**config.mk**
```make
export PLATFORM = sky130hd
export DESIGN_NAME = spi_drvdiag_seq
export DESIGN_NICKNAME = d
export VERILOG_FILES = /design/src/rtl/sdd_pkg.sv /design/src/rtl/sdd_xfer.sv /design/src/rtl/sdd_fault_cmp.sv /design/src/rtl/spi_drvdiag_seq.sv
export SDC_FILE = /design/constraint.sdc
export NUM_CORES = 1
export LEC_CHECK = 0
export BUFFER_PORTS_ARGS = -buffer_cell sky130_fd_sc_hd__buf_4
export CORE_ASPECT_RATIO = 0.75
export CORE_MARGIN = 4
export CORE_UTILIZATION = 54
export DETAILED_ROUTE_END_ITERATION = 6
export PLACE_DENSITY = 0.85
export SETUP_SLACK_MARGIN = 0.02
export SLEW_MARGIN = 20
export SYNTH_ARGS = -nofsm -noshare
export SYNTH_HDL_FRONTEND = slang
export SYNTH_HIERARCHICAL = 1
export SYNTH_SLANG_ARGS = --single-unit
```
**constraint.sdc**
```tcl
create_clock -name clk -period 1.9 [get_ports clk]
set_clock_uncertainty 0.1 [all_clocks]
set_input_delay 0.38 -clock clk [delete_from_list [all_inputs] [get_ports clk]]
set_output_delay 0.38 -clock clk [all_outputs]
set_load 0.005 [all_outputs]
```
**src/rtl/sdd_pkg.sv**
```systemverilog
package sdd_pkg;
  typedef enum logic [2:0] {X_IDLE, X_LEAD, X_HIGH, X_LOW, X_LAG} xfer_st_t;
  typedef enum logic [2:0] {S_IDLE, S_WR1, S_SETTLE, S_WR2, S_FIN} seq_st_t;
endpackage

```
**src/rtl/sdd_xfer.sv**
```systemverilog
module sdd_xfer
  import sdd_pkg::*;
#(
  parameter int NBITS    = 8,
  parameter int HALF_CYC = 32,
  parameter int LEAD_CYC = 32,
  parameter int LAG_CYC  = 32
) (
  input  logic             clk,
  input  logic             rst_n,
  input  logic             start,
  input  logic [NBITS-1:0] tx_byte,
  input  logic             miso,
  output logic             cs_n,
  output logic             sclk,
  output logic             mosi,
  output logic [NBITS-1:0] rx_byte,
  output logic             xdone
);
  localparam int TMAX = (HALF_CYC > LEAD_CYC) ? ((HALF_CYC > LAG_CYC) ? HALF_CYC : LAG_CYC)
                                              : ((LEAD_CYC > LAG_CYC) ? LEAD_CYC : LAG_CYC);
  localparam int CW = $clog2(TMAX + 1);
  localparam int BW = (NBITS > 1) ? $clog2(NBITS) : 1;

  xfer_st_t         st;
  logic [CW-1:0]    cnt;
  logic [BW-1:0]    bit_idx;
  logic [NBITS-1:0] txsh;

  always_ff @(posedge clk or negedge rst_n) begin
    if (!rst_n) begin
      st      <= X_IDLE;
      cnt     <= '0;
      bit_idx <= '0;
      txsh    <= '0;
      rx_byte <= '0;
      cs_n    <= 1'b1;
      sclk    <= 1'b0;
      mosi    <= 1'b0;
      xdone   <= 1'b0;
    end else begin
      xdone <= 1'b0;
      case (st)
        X_IDLE: if (start) begin
          txsh    <= tx_byte;
          cs_n    <= 1'b0;
          cnt     <= '0;
          bit_idx <= '0;
          st      <= X_LEAD;
        end
        X_LEAD, X_LOW: begin
          if (cnt == CW'(((st == X_LEAD) ? LEAD_CYC : HALF_CYC) - 1)) begin
            cnt  <= '0;
            sclk <= 1'b1;
            mosi <= txsh[NBITS-1];
            txsh <= txsh << 1;
            st   <= X_HIGH;
          end else cnt <= cnt + 1'b1;
        end
        X_HIGH: begin
          if (cnt == CW'(HALF_CYC - 1)) begin
            cnt     <= '0;
            sclk    <= 1'b0;
            rx_byte <= {rx_byte[NBITS-2:0], miso};
            bit_idx <= bit_idx + 1'b1;
            st      <= (bit_idx == BW'(NBITS - 1)) ? X_LAG : X_LOW;
          end else cnt <= cnt + 1'b1;
        end
        X_LAG: begin
          if (cnt == CW'(LAG_CYC - 1)) begin
            cnt   <= '0;
            cs_n  <= 1'b1;
            xdone <= 1'b1;
            st    <= X_IDLE;
          end else cnt <= cnt + 1'b1;
        end
        default: st <= X_IDLE;
      endcase
    end
  end

  logic [CW-1:0] hi_run;
  always_ff @(posedge clk or negedge rst_n) begin
    if (!rst_n) hi_run <= '0;
    else        hi_run <= sclk ? hi_run + 1'b1 : '0;
  end

  p_cs_edge_clk_low_r3: assert property (@(posedge clk) disable iff (!rst_n)
    !$stable(cs_n) |-> (!sclk && !$past(sclk)));
  p_clk_only_selected_r3: assert property (@(posedge clk) disable iff (!rst_n)
    !$stable(sclk) |-> (!cs_n && !$past(cs_n)));
  p_mosi_steady_r6: assert property (@(posedge clk) disable iff (!rst_n)
    $past(sclk) |-> $stable(mosi));
  p_high_width_r5: assert property (@(posedge clk) disable iff (!rst_n)
    $fell(sclk) |-> (hi_run == CW'(HALF_CYC)));
endmodule

```
**src/rtl/sdd_fault_cmp.sv**
```systemverilog
module sdd_fault_cmp #(
  parameter int NBITS = 8
) (
  input  logic [NBITS-1:0] wr_bits,
  input  logic [NBITS-1:0] rd_bits,
  output logic [NBITS-1:0] short_o,
  output logic [NBITS-1:0] open_o
);
  for (genvar i = 0; i < NBITS; i++) begin : g_ch
    assign short_o[i] = ~wr_bits[i] &  rd_bits[i];
    assign open_o[i]  =  wr_bits[i] & ~rd_bits[i];
  end
endmodule

```
**src/rtl/spi_drvdiag_seq.sv**
```systemverilog
module spi_drvdiag_seq
  import sdd_pkg::*;
#(
  parameter int NBITS      = 8,
  parameter int HALF_CYC   = 32,
  parameter int LEAD_CYC   = 32,
  parameter int LAG_CYC    = 32,
  parameter int SETTLE_CYC = 20000
) (
  input  logic             clk,
  input  logic             rst_n,
  input  logic             req_valid,
  output logic             req_ready,
  input  logic [NBITS-1:0] req_byte,
  output logic             busy,
  output logic             done,
  output logic [NBITS-1:0] short_flags,
  output logic [NBITS-1:0] open_flags,
  output logic             spi_cs_n,
  output logic             spi_sclk,
  output logic             spi_mosi,
  input  logic             spi_miso
);
  localparam int SW = $clog2(SETTLE_CYC + 1);

  seq_st_t          st;
  logic [SW-1:0]    scnt;
  logic [NBITS-1:0] wr_byte;
  logic             xstart, xdone;
  logic [NBITS-1:0] rx_byte, cmp_short, cmp_open;

  assign req_ready = (st == S_IDLE);
  assign busy      = (st != S_IDLE);
  assign done      = (st == S_FIN);

  sdd_xfer #(.NBITS(NBITS), .HALF_CYC(HALF_CYC), .LEAD_CYC(LEAD_CYC), .LAG_CYC(LAG_CYC)) u_xfer (
    .clk(clk), .rst_n(rst_n), .start(xstart), .tx_byte(wr_byte), .miso(spi_miso),
    .cs_n(spi_cs_n), .sclk(spi_sclk), .mosi(spi_mosi), .rx_byte(rx_byte), .xdone(xdone)
  );

  sdd_fault_cmp #(.NBITS(NBITS)) u_cmp (
    .wr_bits(wr_byte), .rd_bits(rx_byte), .short_o(cmp_short), .open_o(cmp_open)
  );

  always_ff @(posedge clk or negedge rst_n) begin
    if (!rst_n) begin
      st          <= S_IDLE;
      scnt        <= '0;
      wr_byte     <= '0;
      xstart      <= 1'b0;
      short_flags <= '0;
      open_flags  <= '0;
    end else begin
      xstart <= 1'b0;
      case (st)
        S_IDLE: if (req_valid) begin
          wr_byte <= req_byte;
          xstart  <= 1'b1;
          st      <= S_WR1;
        end
        S_WR1: if (xdone) begin
          scnt <= '0;
          st   <= S_SETTLE;
        end
        S_SETTLE: begin
          if (scnt == SW'(SETTLE_CYC - 1)) begin
            xstart <= 1'b1;
            st     <= S_WR2;
          end else scnt <= scnt + 1'b1;
        end
        S_WR2: if (xdone) begin
          short_flags <= cmp_short;
          open_flags  <= cmp_open;
          st          <= S_FIN;
        end
        S_FIN:   st <= S_IDLE;
        default: st <= S_IDLE;
      endcase
    end
  end

  p_accept_busy_r1: assert property (@(posedge clk) disable iff (!rst_n)
    (req_valid && req_ready) |=> busy);
  p_busy_hold_r1: assert property (@(posedge clk) disable iff (!rst_n)
    (busy && !done) |=> busy);
  p_done_pulse_r12: assert property (@(posedge clk) disable iff (!rst_n)
    done |=> !done);
  p_flags_hold_r11: assert property (@(posedge clk) disable iff (!rst_n)
    (!$stable(short_flags) || !$stable(open_flags)) |-> done);
endmodule

```
==> results of run 1 <==
[state kept, by name, indices dropped and copies added (netlist names)]
name            count
xstart              1
u_xfer/sclk         1
u_xfer/txsh         8
u_xfer/mosi         1
st                  3
u_xfer/rx_byte      8
short_flags         8
u_xfer/cs_n         1
u_xfer/bit_idx      3
open_flags          8
u_xfer/st           3
wr_byte             8
u_xfer/cnt          6
u_xfer/xdone        1
scnt               15
[area by class of cell]
class                           instances  area [um^2]
Fill cell                             469         2190
Sequential cell                        75         1880
Multi-Input combinational cell        274         1850
Timing Repair Buffer                   64          537
Clock buffer                           10          138
Clock inverter                          6          111
Tap cell                               84          105
Inverter                                6         22.5
[worst max-delay path: cells and delay by family, from the launching register on]
family / cells / cell delay (ns)
AND/OR/NAND/NOR: 3 / 0.51
flip-flops: 1 / 0.43
multiplexers: 1 / 0.33
adder cells (fa/ha/maj): 1 / 0.19
buffers and inverters: 1 / 0.14
[power groups by stage]
stage | clock, mW | sequential (mW) | combinational (mW)
2_1_floorplan | 0 | 1.76 | 0.189
3_3_place_gp | 0 | 1.77 | 0.276
3_5_place_dp | 0 | 1.78 | 0.289
4_1_cts | 1.53 | 1.74 | 0.295
5_1_grt | 1.61 | 1.76 | 0.342
6_report | 1.50 | 1.75 | 0.307
[placed cells by master (no fill, tap or decap), drive strengths merged, types with 3 or more instances in the layout]
| cell type | count |
|---|---|
| dfrtp | 74 |
| nand2 | 67 |
| buf | 63 |
| a21oi | 22 |
| nor2 | 21 |
| mux2 | 18 |
| and2b | 16 |
| nand3 | 16 |
| and3 | 12 |
| nor3 | 11 |
| clkbuf | 10 |
| nand4 | 9 |
| o21ai | 9 |
| mux2i | 7 |
| inv | 7 |
| a221o | 5 |
| nand2b | 4 |
| a21o | 4 |
| a211oi | 4 |
| a31oi | 4 |
| o21a | 4 |
| ha | 4 |
| and4 | 3 |
| nor4 | 3 |
| bufinv | 3 |
| a41oi | 3 |
| o31ai | 3 |
[routing by layer]
layer  track usage  up-vias
met3        0.0580        7
met1         0.270     1483
met2         0.332       95
li1              -     1447
met5             0        -
met4        0.0734        0
[per-stage QoR]
step / setup slack (ns) / hold slack, ns / TNS (ns)
after detailed placement: 0.0137 / 0.266 / 0
after floorplan: 0.0312 / -0.0156 / 0
final: 0.0710 / 0.142 / 0
after global routing: -0.00994 / 0.120 / -0.00994
after CTS: 0.0249 / 0.132 / 0
after global placement: 0.0623 / 0.267 / 0
[what timing repair did]
| item | in CTS | in global routing |
|---|---|---|
| buffers inserted | 0 | 5 |
| endpoints found under the setup margin | 8 | 24 |
| pin swaps | 0 | 2 |
| gates resized for setup | 3 | 10 |
| hold buffers | 1 | 0 |
| hold endpoints to repair | 33 | 0 |
[cell families (layout without fill, tap and decap cells)]
group                      count (synthesis)  after routing  share of synthesized area
and+or+nand+nor                          178            178                      0.256
DFF                                       75             75                      0.492
AOI/OAI and AO/OA                         65             65                      0.124
buffers and inverters                     26             86                     0.0390
muxes                                     25             25                     0.0714
adders and majority gates                  4              4                     0.0131
xor gates and xnor gates                   2              2                    0.00459
[worst max path at each step]
| stage | startpoint | slack (ns) | end | depth (start not counted) |
|---|---|---|---|---|
| 2_1_floorplan | scnt[0]$_DFFE_PN0P_ | 0.03 | scnt[14]$_DFFE_PN0P_ | 5 |
| 3_3_place_gp | scnt[0]$_DFFE_PN0P_ | 0.06 | scnt[14]$_DFFE_PN0P_ | 5 |
| 3_5_place_dp | scnt[1]$_DFFE_PN0P_ | 0.01 | scnt[14]$_DFFE_PN0P_ | 5 |
| 4_1_cts | scnt[1]$_DFFE_PN0P_ | 0.02 | scnt[14]$_DFFE_PN0P_ | 5 |
| 5_1_grt | st[0]$_DFFE_PN0P_ | -0.01 | done | 3 |
| 6_report | u_xfer/cnt[1]$_DFFE_PN0P_ | 0.07 | u_xfer/rx_byte[5]$_DFFE_PN0P_ | 6 |
==> results.py, run 1 <==
metrics = {
    "pwr": {
        "finalPower_mw": 3.56,
        "clock_power_share": 0.421,
        "netSwitchingFraction": 0.233,
        "p_sw_mw": 0.830,
        "power.internal_mw": 2.73,
        "power.ir.vdd_worst_uv": 532,
        "static-leakage-power_nw": 2.30,
        "power_per_cell_area_nw_per_um2": 767,
        "share_of_total_power_in_combinational_logic": 0.086,
        "seq_power_share": 0.493,
    },
    "grt": {
        "first_global_vias": 2942,
        "globalRoute.totalOverflow": 0,
        "antenna_found_initial": 0,
        "globalRouteTotalUtil": 0.206,
        "grt_pass1_wl_um": 13900,
        "grt_start_max_net_pins": 37,
    },
    "worst_setup_path": {
        "r2r_end": "u_xfer/rx_byte[5]$_DFFE_PN0P_",
        "critPathMaxFanout": 8,
        "critical_path.max_stage_delay_ns": 0.43,
        "worst-endpoint-arrival_ns": 1.95,
        "worst_r2r_startpoint": "u_xfer/cnt[1]$_DFFE_PN0P_",
        "startpoint_type": "register",
        "reg2reg_depth": 6,
        "timing.reg2reg.setup_slack_ns": 0.07,
        "timing_worst_setup_path_type": "reg -> reg",
        "worstPathCellList": "ha_4 > nand4_4 > nor2_4 > and3_1 > buf_12 > mux2_1",
        "endpoint_kind": "register",
        "worst-endpoint-required_ns": 2.02,
        "critical_path.slowest_cell": "dfrtp_1",
    },
    "final_layout": {
        "layout-drive-gt1-share": 0.276,
        "final_net_count": 446,
        "final_cells": 519,
        "final_cell_area_um2": 4640,
        "layout.core_utilization": 0.679,
        "diodes": 0,
        "syn2layout_area_growth_pct": 21.5,
    },
    "place": {
        "detailed_place_hpwl_um": 5720,
        "gp_routability_congestion": 0.924,
        "placed_area_um2": 4280,
        "io_buffer_count": 33,
        "numPlacedInstances": 498,
    },
    "logic_synthesis": {
        "synth_commonest_cells": "dfrtp_1 (74), nand2_1 (67), a21oi_1 (20), nor2_1 (18)",
        "synth.lib_cells_used.distinct": 63,
        "synth_seq_area_share": 0.492,
        "synth-async-reset-ratio": 1.00,
        "number_of_enable_flip_flop_cells_after_synthesis": 0,
        "netlist.area_leader.share": 0.485,
        "synthesis.nets": 391,
        "post_synth.cell_area_avg_um2": 10.2,
        "yosysMostFrequentCell": "dfrtp_1",
        "synth_seq_cells": 75,
        "synth_cells": 375,
        "yosysTopAreaCell": "dfrtp_1",
        "yosysWarnings": 6,
        "synth_area_um2": 3820,
        "yosys-top-cells-area": "dfrtp_1 (48%), nand2_1 (6.6%), mux2_1 (4.7%), and2b_2 (3.7%), a21oi_1 (2.6%)",
        "synth_flop_cell": "dfrtp_1",
    },
    "min_path": {
        "whs_endpoint": "wr_byte[2]$_DFFE_PN0P_",
        "timing.hold.worst_path_depth": 2,
        "hp-class": "in -> reg",
        "holdCritStartpoint": "req_byte[2]",
    },
    "routing": {
        "drt-pass1-iter-count": 5,
        "ant_nets": 0,
        "routed-wl-met2_um": 3920,
        "finalWirelength_um": 8320,
        "post_drt_via_cell_ratio": 5.84,
        "top_layer": "met4",
        "met1_length_um": 3920,
        "vias": 3032,
        "drcViolationCount": 0,
        "dr_wl_met3_um": 399,
        "routedWlPerCell_um": 16.0,
        "detailedRoute.firstIterationViolations": 148,
    },
    "floorplan": {
        "die_y_um": 80.8,
        "floorplan.initialDensity": 0.559,
        "core_outline_area_um2": 6830,
        "placementRows": 26,
        "die_w_um": 105,
        "ioPinCount": 34,
        "full_die_area_um2": 8500,
    },
    "sta": {
        "timing.max_slew.rel_slack": 0.695,
        "post-route-period-util": 0.963,
        "finalHoldViolations": 0,
        "grt_setup_unrepaired": "true",
        "setup_violations": 0,
        "max_freq_mhz": 547,
        "layout_min_cycle_time_ns": 1.83,
        "timing_worst_slew_pin_value_ns": 0.458,
        "report.final.slew_viol_count": 0,
    },
    "outcome": {
        "status": "complete, no violations",
    },
    "clocking": {
        "clock_latency_ns": 0.35,
        "clock_tree.root_cell": "clkbuf_8",
        "tritoncts": "built",
        "h-tree-depth": 3,
        "cts.clk_slew.worst_paths_ns": 0.08,
        "clock_sinks": 75,
        "tritoncts.num_buffers": 9,
        "clock_tree.buffer_depth": 2,
    },
    "job": {
        "maxCapViolations": 0,
    },
}
No activity file was read; power rests on OpenSTA's default activity.
==> run 2, diff against run 1 <==
GPL_TIMING_DRIVEN = 0   (was default)
==> run 2 against run 1 <==
Effect of this change: wire length up 9.0%; cell count up 1.5%; combinational power rose by 7.2%; setup slack worse by 0.061 ns; final area fell by 0.11%; sequential share of layout area barely moved; critical path type unchanged; critical endpoint is now scnt[14]$_DFFE_PN0P_; highest routed layer unchanged.
==> results.py, run 2 (same netlist as run 1, synthesis figures left out) <==
metrics = {
    "clocking": {
        "h-tree-depth": 3,
        "cts.hold.buffers_added": 0,
        "tritoncts": "built",
        "clock_tree.buffer_depth": 2,
        "cts.clk_slew.worst_paths_ns": 0.08,
        "clock_latency_ns": 0.35,
        "tritoncts.num_buffers": 9,
        "clock_sinks": 75,
        "clock_tree.root_cell": "clkbuf_8",
    },
    "min_path": {
        "hp-class": "in -> async",
    },
    "place": {
        "place_worst_setup_slack_ns": -0.224,
        "io_buffer_count": 33,
        "detailed_place_hpwl_um": 5840,
        "gp_routability_congestion": 0.862,
        "numPlacedInstances": 492,
        "placed_area_um2": 4170,
    },
    "final_layout": {
        "diodes": 0,
        "final_cells": 527,
        "final_cell_mix": "dfrtp_1 (74), nand2_1 (67), buf_4 (52)",
        "final_net_count": 454,
        "max_flop_register": "scnt",
        "multi_input_area_um2": 1870,
        "final_cell_area_um2": 4640,
        "layout-drive-gt1-share": 0.282,
        "fill_cells": 503,
        "syn2layout_area_growth_pct": 21.4,
        "final_common_cell": "dfrtp_1",
        "final-seq-area_um2": 1880,
        "largest_register_ffs": 15,
    },
    "worst_setup_path": {
        "timing_worst_setup_path_type": "reg -> reg",
        "endpoint_kind": "register",
        "startpoint_type": "register",
        "critical_path.slowest_cell": "or4_4",
        "critical_path.max_stage_delay_ns": 0.51,
        "worstPathCellList": "ha_4 > nand4_4 > or4_4 > and3_1 > a221o_1",
        "worst-path-buf-inv": 0,
        "worst-endpoint-arrival_ns": 2.03,
        "critPathMaxFanout": 5,
        "worst-endpoint-required_ns": 2.04,
        "cp_top_family": "simple AND/OR/NAND/NOR gates",
    },
    "sta": {
        "final.setup.tns_ns": 0,
        "layout_min_cycle_time_ns": 1.89,
        "max_freq_mhz": 529,
        "post-route-period-util": 0.995,
        "grt_setup_unrepaired": "true",
        "setup_slack_ns": 0.0103,
        "setup_violations": 0,
        "timing.max_slew.rel_slack": 0.380,
        "report.final.slew_viol_count": 0,
        "timing_worst_slew_pin_value_ns": 0.930,
        "finalHoldViolations": 0,
    },
    "routing": {
        "routedWlPerCell_um": 17.2,
        "finalWirelength_um": 9070,
        "post_drt_via_cell_ratio": 6.04,
        "detailedRoute.firstIterationViolations": 195,
        "vias": 3183,
        "drt-pass1-iter-count": 6,
        "ant_nets": 0,
        "drcViolationCount": 0,
    },
    "grt": {
        "first_global_vias": 3066,
        "antenna_found_initial": 0,
        "grt_start_max_net_pins": 76,
        "globalRoute.totalOverflow": 0,
        "globalRouteTotalUtil": 0.220,
        "grt_pass1_wl_um": 14900,
    },
    "floorplan": {
        "die_y_um": 80.8,
        "placementRows": 26,
        "floorplan.initialDensity": 0.559,
        "full_die_area_um2": 8500,
        "core_outline_area_um2": 6830,
        "ioPinCount": 34,
        "die_w_um": 105,
    },
    "pwr": {
        "static-leakage-power_nw": 2.30,
        "power_per_cell_area_nw_per_um2": 750,
        "power.ir.vdd_worst_uv": 376,
    },
    "outcome": {
        "status": "complete, no violations",
    },
    "job": {
        "maxCapViolations": 0,
    },
}
run 2: cell count changes in the layout (fill, tap and decap cells not counted), sizes merged:
| cell | previous run | this run |
|---|---|---|
| o21ai | 9 | 10 |
| clkbuf | 10 | 17 |
| buf | 63 | 65 |
| bufinv | 3 | 2 |
| dlygate4sd3 | 1 | 0 |
run 2: layout make-up:
type,instances,area share
Buffer,19,0.0305
Clock buffer,11,0.0305
Clock inverter,5,0.0184
Inverter,6,0.00486
Multi-Input combinational cell,275,0.404
Sequential cell,75,0.405
Tap cell,84,0.0227
Timing Repair Buffer,52,0.0837
run 2: routing by layer:
layer	part of all wire	track usage
met4	0.011	0.0629
met5	0	0
met3	0.050	0.0492
met1	0.45	0.295
met2	0.49	0.362
run 2: worst register-to-register path: cells and delay by family, from the launching register on:
kind                     cells  cell delay (ns)
AND/OR/NAND/NOR              3             0.83
flip-flops                   1             0.41
adder cells (fa/ha/maj)      1             0.18
AO/OA/AOI/OAI                1             0.26
run 2: power by group:
group	internal [mW]	switching [mW]	total, mW	leakage [nW]
Combinational	0.160	0.168	0.329	1.18
Clock	0.783	0.614	1.40	0.110
Sequential	1.66	0.0868	1.75	1.02
Total	2.61	0.870	3.48	2.30
run 2: path summary, 6_finish.rpt:
path                                                  from                          to  slack [ns]  cells after the start
worst max-delay path                   scnt[0]$_DFFE_PN0P_        scnt[14]$_DFFE_PN0P_        0.01                      5
max in group asynchronous                            rst_n  short_flags[3]$_DFFE_PN0P_        1.03                      1
worst min-delay path                                 rst_n  short_flags[7]$_DFFE_PN0P_        0.05                      1
worst max register to register         scnt[0]$_DFFE_PN0P_        scnt[14]$_DFFE_PN0P_        0.01                      5
worst min register to register  short_flags[2]$_DFFE_PN0P_  short_flags[2]$_DFFE_PN0P_        0.38                      2
min in group clk                               req_byte[5]      wr_byte[5]$_DFFE_PN0P_        0.14                      2
run 2: what timing repair did:
item,4_1_cts,5_1_grt
resized for setup,8,14
setup buffers,6,12
cloned,1,1
pin swaps,2,3
setup endpoints to repair,38,36
run 2: through the flow:
step / utilization / power [mW] / hold WS, ns
2_1_floorplan: - / 1.94 / -0.0156
3_3_place_gp: 0.611 / 2.03 / 0.362
3_5_place_dp: 0.611 / 2.05 / 0.364
4_1_cts: 0.657 / 3.47 / 0.104
5_1_grt: 0.679 / 3.61 / 0.128
6_report: 0.679 / 3.48 / 0.0483
==> run 3, diff against run 2 <==
--- a/config.mk
+++ b/config.mk
@@ -11,2 +11,3 @@
 export CORE_UTILIZATION = 54
+export CTS_CLUSTER_DIAMETER = 60
 export DETAILED_ROUTE_END_ITERATION = 6
==> constraint.sdc (replaced) <==
create_clock -name clk -period 1.9 [get_ports clk]
set_clock_uncertainty 0.1 [all_clocks]
set_input_delay 0.095 -clock clk [delete_from_list [all_inputs] [get_ports clk]]
set_output_delay 0.095 -clock clk [all_outputs]
set_load 0.005 [all_outputs]
==> run 3 against run 2 <==
Effect of this change: sequential share of layout area is 0.84 points lower; first-iteration DRC count is 2.1% lower; worst hold slack better by 0.17 ns; cell count is 1.9% higher; non-clock buffer count is 10 higher; clock-buffer cell count stayed put; setup slack hardly changed; die area stayed put; clock power hardly changed; largest cell class unchanged.
==> results.py, run 3 (same netlist as run 1, synthesis figures left out) <==
metrics = {
    "clocking": {
        "tritoncts": "built",
        "clock_tree.buffer_depth": 2,
        "tritoncts.num_buffers": 9,
        "clock_sinks": 75,
        "clock_latency_ns": 0.35,
        "cts.clk_slew.worst_paths_ns": 0.08,
        "clock_tree.root_cell": "clkbuf_8",
        "h-tree-depth": 3,
    },
    "place": {
        "gp_routability_congestion": 0.862,
        "placed_area_um2": 4170,
        "detailed_place_hpwl_um": 5840,
        "io_buffer_count": 33,
    },
    "pwr": {
        "power.ir.vdd_worst_uv": 371,
        "static-leakage-power_nw": 2.35,
        "power_per_cell_area_nw_per_um2": 736,
        "finalPower_mw": 3.49,
    },
    "min_path": {
        "timing.hold.worst_path_depth": 4,
        "holdCritStartpoint": "req_valid",
        "hp-class": "in -> reg",
        "whs_endpoint": "st[0]$_DFFE_PN0P_",
    },
    "final_layout": {
        "final-seq-area_um2": 1880,
        "fill_cells": 489,
        "layout-drive-gt1-share": 0.276,
        "syn2layout_area_growth_pct": 23.9,
        "multi_input_area_um2": 1870,
        "diodes": 0,
        "final_cell_mix": "dfrtp_1 (74), nand2_1 (67), buf_4 (52)",
        "layout.core_utilization": 0.693,
        "final_cell_area_um2": 4730,
        "final_net_count": 464,
        "largest_register_ffs": 15,
        "max_flop_register": "scnt",
        "final_common_cell": "dfrtp_1",
    },
    "floorplan": {
        "full_die_area_um2": 8500,
        "die_w_um": 105,
        "die_y_um": 80.8,
        "ioPinCount": 34,
        "placementRows": 26,
        "floorplan.initialDensity": 0.559,
        "core_outline_area_um2": 6830,
    },
    "job": {
        "maxCapViolations": 0,
    },
    "worst_setup_path": {
        "critical_path.max_stage_delay_ns": 0.51,
        "cp_top_family": "simple AND/OR/NAND/NOR gates",
        "startpoint_type": "register",
        "critPathMaxFanout": 5,
        "worst-endpoint-arrival_ns": 2.02,
        "worst-path-buf-inv": 0,
        "timing_worst_setup_path_type": "reg -> reg",
        "worst_r2r_startpoint": "scnt[0]$_DFFE_PN0P_",
        "critical_path.slowest_cell": "or4_4",
        "r2r_end": "scnt[14]$_DFFE_PN0P_",
        "endpoint_kind": "register",
        "worst-endpoint-required_ns": 2.03,
        "cp-startpoint": "scnt[0]$_DFFE_PN0P_",
        "reg2reg_depth": 5,
        "timing.reg2reg.setup_slack_ns": 0.01,
        "worstPathCellList": "ha_4 > nand4_4 > or4_4 > and3_1 > a221o_1",
    },
    "routing": {
        "detailedRoute.firstIterationViolations": 191,
        "vias": 3186,
        "ant_nets": 0,
        "routedWlPerCell_um": 17.1,
        "drt-pass1-iter-count": 5,
        "post_drt_via_cell_ratio": 5.93,
        "drcViolationCount": 0,
        "finalWirelength_um": 9200,
    },
    "outcome": {
        "status": "complete, no violations",
    },
    "grt": {
        "antenna_found_initial": 0,
        "globalRoute.totalOverflow": 0,
        "globalRouteTotalUtil": 0.223,
        "grt_pass1_wl_um": 15200,
        "grt_start_max_net_pins": 76,
        "first_global_vias": 3140,
    },
    "sta": {
        "report.final.slew_viol_count": 0,
        "post-route-period-util": 0.995,
        "layout_min_cycle_time_ns": 1.89,
        "grt_setup_unrepaired": "true",
        "max_freq_mhz": 529,
        "holdWs_ns": 0.214,
        "timing_worst_slew_pin_value_ns": 0.932,
        "timing.max_slew.rel_slack": 0.378,
        "finalHoldViolations": 0,
        "setup_violations": 0,
    },
}
## run 3: cell type report
type,count,share of cell area
plain buffers,19,0.0293
repair buffers,62,0.103
flip-flops and latches,75,0.397
well taps,84,0.0222
multi-input cells,275,0.396
clock inverters,5,0.0180
inverters,6,0.00476
clock buffers,11,0.0299
## run 3: per-layer routing
layer / wire length, um / track usage
met3: 427 / 0.0524
met1: 4160 / 0.298
met2: 4490 / 0.368
met5: 0 / 0
met4: 121 / 0.0668
## run 3: what timing repair did
action / 4_1_cts / 5_1_grt
hold buffers: 10 / 0
resized for setup: 8 / 13
pin swaps: 2 / 3
buffers inserted: 6 / 12
endpoints found under the hold margin: 83 / 0
endpoints found under the setup margin: 38 / 34
gates cloned: 1 / 1
## run 3: worst register-to-register path: stages (launching register included)
cell     delay (ns)
dfrtp_1        0.41
ha_4           0.18
nand4_4        0.13
or4_4          0.51
and3_1         0.19
a221o_1        0.26
## run 3: worst max path at each step
stage / slack [ns] / cells past startpoint / to
3_3_place_gp: -0.15 / 6 / u_xfer/rx_byte[2]$_DFFE_PN0P_
5_1_grt: -0.05 / 5 / scnt[14]$_DFFE_PN0P_
6_report: 0.01 / 5 / scnt[14]$_DFFE_PN0P_
4_1_cts: 0.03 / 7 / scnt[13]$_DFFE_PN0P_
3_5_place_dp: -0.22 / 6 / u_xfer/rx_byte[4]$_DFFE_PN0P_
2_1_floorplan: 0.03 / 5 / scnt[14]$_DFFE_PN0P_
## run 3: per-stage QoR
stage,instances,worst slack [ns],TNS [ns]
after floorplan,375,0.0312,0
after global placement,492,-0.146,-1.51
after detailed placement,492,-0.224,-2.99
after CTS,524,0.0258,0
after global routing,537,-0.0499,-0.497
final,537,0.00999,0
## run 3: where the power goes
part	internal (mW)	switching (mW)
Clock	0.783	0.602
Sequential	1.66	0.0884
Combinational	0.174	0.173
